### src/rtl/tbc_master_if.sv
module tbc_master_if #(
  parameter int AW = 32,
  parameter int DW = 32
) (
  input  logic          clk,
  input  logic          rst_n,
  input  logic          launch,
  input  logic          launch_wr,
  input  logic [AW-1:0] addr_in,
  input  logic [DW-1:0] data_in,
  output logic          m_valid,
  input  logic          m_ready,
  output logic [AW-1:0] m_addr,
  output logic [DW-1:0] m_wdata,
  output logic          m_write,
  output logic          done
);
  assign done = m_valid & m_ready;

  always_ff @(posedge clk or negedge rst_n) begin
    if (!rst_n) begin
      m_valid <= 1'b0;
      m_addr  <= '0;
      m_wdata <= '0;
      m_write <= 1'b0;
    end else if (launch) begin
      m_valid <= 1'b1;
      m_addr  <= addr_in;
      m_wdata <= launch_wr ? data_in : '0;
      m_write <= launch_wr;
    end else if (done) begin
      m_valid <= 1'b0;
    end
  end
endmodule

### config.mk
export PLATFORM = sky130hd
export DESIGN_NAME = tbc_master_if
export DESIGN_NICKNAME = d
export VERILOG_FILES = /design/src/rtl/tbc_master_if.sv
export SDC_FILE = /design/constraint.sdc
export NUM_CORES = 1
export LEC_CHECK = 0
export ABC_AREA = 1
export BUFFER_PORTS_ARGS = -buffer_cell sky130_fd_sc_hd__buf_4
export CAP_MARGIN = 15
export CORE_ASPECT_RATIO = 1.75
export CORE_MARGIN = 3
export CORE_UTILIZATION = 25
export CTS_BUF_LIST = sky130_fd_sc_hd__clkbuf_8 sky130_fd_sc_hd__clkbuf_16
export DETAILED_ROUTE_END_ITERATION = 12
export PLACE_DENSITY = 0.48
export SYNTH_ARGS = -nofsm -noshare
export SYNTH_HDL_FRONTEND = slang
export SYNTH_SLANG_ARGS = --single-unit
export TNS_END_PERCENT = 50
### constraint.sdc
create_clock -name clk -period 0.8 [get_ports clk]
set_clock_uncertainty 0.1 [all_clocks]
set_input_delay 0.08 -clock clk [delete_from_list [all_inputs] [get_ports clk]]
set_output_delay 0.08 -clock clk [all_outputs]
set_load 0.05 [all_outputs]
Word-level counts from Yosys, hierarchy flattened
Index checks and enable logic that the tools add are counted.
{"block": "word_totals", "ff_bits": 66, "out_inout_bits": 67, "in_bits": 69}
{"block": "classes", "reduce_logical": 1, "mux": 3, "bitwise_logic": 1}
{"cell": "two-way mux 32 bit", "n": 1}
{"cell": "two-way mux 1 bit", "n": 2}
{"cell": "nonzero test 2 bit", "n": 1}
{"cell": "bitwise AND 1 bit", "n": 1}

Logic depth before layout (Yosys ltp)
{"block": "logic_depth", "word_depth": 3, "ltp_mapped": 5}

Worst setup path before layout
No wires, ideal clock.
{"block": "synth_path", "path_type": "register to output", "start": "reg m_valid", "end": "out done", "stages_incl_launch_ff": 3, "arrival_ps": 1039, "setup_slack_ps": -419, "n_path_buf": 0, "required_ps": 620, "cell_sequence": "dfrtp_1 > nand2_1 > inv_1"}
{"block": "synth_between", "elab_chain_len": 1}
{"item": "start, declared", "line_no": "11", "source": "output logic m_valid,"}
{"item": "start signal, assigned", "line_no": "22", "source": "m_valid <= 1'b0;"}
{"item": "start signal, assigned", "line_no": "27", "source": "m_valid <= 1'b1;"}
{"item": "start signal, assigned", "line_no": "32", "source": "m_valid <= 1'b0;"}
{"item": "bitwise AND 1 bit", "line_no": "18", "source": "assign done = m_valid & m_ready;"}
{"item": "end, declared", "line_no": "16", "source": "output logic done"}
No other way between the ends.

Worst setup path after layout
Same ends and word-level chain as after synthesis.

==> run metrics <==
status finished, violations left; failing checks hold timing, setup timing; syn nets 354; grt total ovfl 0; Worst Tran Pin Value 0.370 ns; Hold WC Path Type in -> reg; first-pass GRT wire length 12.9 mm; Fin. Hold Viols 3; critical path class reg -> out; vias per cell 4.15; FILL cells 935; Ys Warns 0; Crit. End Element output pin; met2 WL 4.46 mm; register area share after synthesis 64.1%; Netlist cell types 9; root buf cell clkbuf_16; Final Wtd Congestion 0.722; CP Launch Type flop; total number of vias 2577; DR WL met3 423 um; io pins 136; Post-Synthesis Cell Area 0.00258 mm^2; setup_tns -17.53 ns; worst path arrival time 1.02 ns; fin crit period 1.20 ns; detailed placement HPWL 5.53 mm; First-pass DRT Iterations 4; Power Total 10.5 mW; met1 wire length 3.05 mm; Worst-Skew Late Latency 0.32 ns; Reg clk slew, reported paths 0.05 ns; Clock Sinks 66; Synth Instances 285; port bufs 135; ratio of cells with drive above 1 in the final layout 39.9%; largest net degree at the start of global routing 37; VDD IR max 1.19 mV; multi-input logic area 798 um^2; Top Layer Used met4; Avg Cell Area, Syn 9.04 um^2; Leak 2.63 nW; Area Overhead vs Synth 95.4%; H-tree level count 3; vias in the first global route 2745; TritonCTS buffer count 9; Final Max Slew Viols 0; DIE AREA 0.0116 mm^2; Max Clock Freq 832 MHz; Reg area 0.00169 mm^2; FP Rows 48; Antenna Violating Nets Remaining 0; commonest non-fill, non-tap cells in the layout nand2_1, buf_4, buf_6, dlygate4sd3_1, dfrtp_1; most common cell after layout, fill and taps aside nand2_1; period utilization 150%; GRT Total Usage 14.8%; # diodes 0; core box area 0.00997 mm^2; Total Nets Final 560; Max Cap Viol 0; DR iter-0 viols 51; Initial Util 25.9%; max_slew headroom 75.3%; die height 140 um; wire per inst 13.2 um; CTS Hold Buffers Added 66; setup ws final -0.402 ns; routed wire length 8.18 mm; worst-path maximum fanout 2; Power Dens Cells 2080 mW/mm^2; TritonCTS clock tree built; final hold slack -0.0427 ns; initial antenna violation count 0; Synth Register Bits 66; drt drc 0; Final setup viols 72; Longest Clk Path Bufs 2; Die X 82.8 um; RSZ-0062 raised after global routing true; CP required 0.62 ns
-- synthesized netlist by cell type --
library cell,instances,area (um^2)
inv_1,2,7.51
buf_2,6,30.0
clkbuf_1,1,3.75
dfrtp_1,66,1650
buf_4,7,52.6
nand3_1,32,160
buf_6,4,45.0
inv_2,1,3.75
nand2_1,166,623
-- routing by layer --
metal  vias up  GRT usage, %
li1       1291             -
met1      1188          15.5
met2        85          26.3
met3        13          3.47
met4         0          7.67
met5         -             0
-- area by class of cell --
class,instances,share of cell area (%)
timing repair buffer,213,41.2
sequential,66,33.6
clock buffer,11,5.02
clock inverter,5,0.919
multi-input combinational,198,15.8
inverter,3,0.298
tap,125,3.10
-- logic make-up after synthesis --
logic type	Yosys count	synth area share, %
buffers and inverters	21	5.53
DFF	66	64.1
and+or+nand+nor	198	30.4
-- sequential cells by signal (all words and copies together) (netlist names) --
signal / cells
m_valid: 1
m_write: 1
m_wdata: 32
m_addr: 32
-- path summary, 6_finish.rpt --
kind	endpoint	slack [ns]	from	cells after the start
min in group asynchronous	m_wdata[19]$_DFFE_PN0P_	0.16	rst_n	3
hold / removal	m_wdata[4]$_DFFE_PN0P_	-0.04	launch	3
hold reg to reg	m_wdata[13]$_DFFE_PN0P_	0.38	m_wdata[13]$_DFFE_PN0P_	2
setup / recovery	done	-0.40	m_valid$_DFFE_PN0P_	3
max in group asynchronous	m_wdata[0]$_DFFE_PN0P_	0.22	rst_n	3
setup reg to reg	m_valid$_DFFE_PN0P_	-0.06	m_valid$_DFFE_PN0P_	3
-- what timing repair did --
item / 4_1_cts / 5_1_grt
hold endpoints to repair: 131 / 2
setup buffers: 1 / 4
resized for setup: 67 / 7
endpoints found under the setup margin: 67 / 74
pin swaps: 0 / 1
-- through the flow --
| step | cell area [um^2] | setup slack [ns] | utilization [%] | instances |
|---|---|---|---|---|
| floorplan | 2620 | -0.229 | - | 285 |
| global placement | 3760 | -0.102 | 37.8 | 534 |
| detailed placement | 3760 | -0.105 | 37.8 | 534 |
| CTS | 4980 | -0.423 | 50.0 | 617 |
| global route | 5040 | -0.448 | 50.5 | 621 |
| finish | 5040 | -0.402 | 50.5 | 621 |
-- worst max-delay path: stages, from the launching register on --
cell and delay (ns):
dfrtp_2 0.40, nand2_2 0.08, clkinvlp_4 0.07, buf_6 0.15
-- report_power, final --
| part | switching [mW] | internal [mW] |
|---|---|---|
| Sequential | 0.204 | 3.64 |
| Combinational | 1.61 | 1.16 |
| Clock | 1.33 | 2.54 |
(Power assumes the default switching activity.)
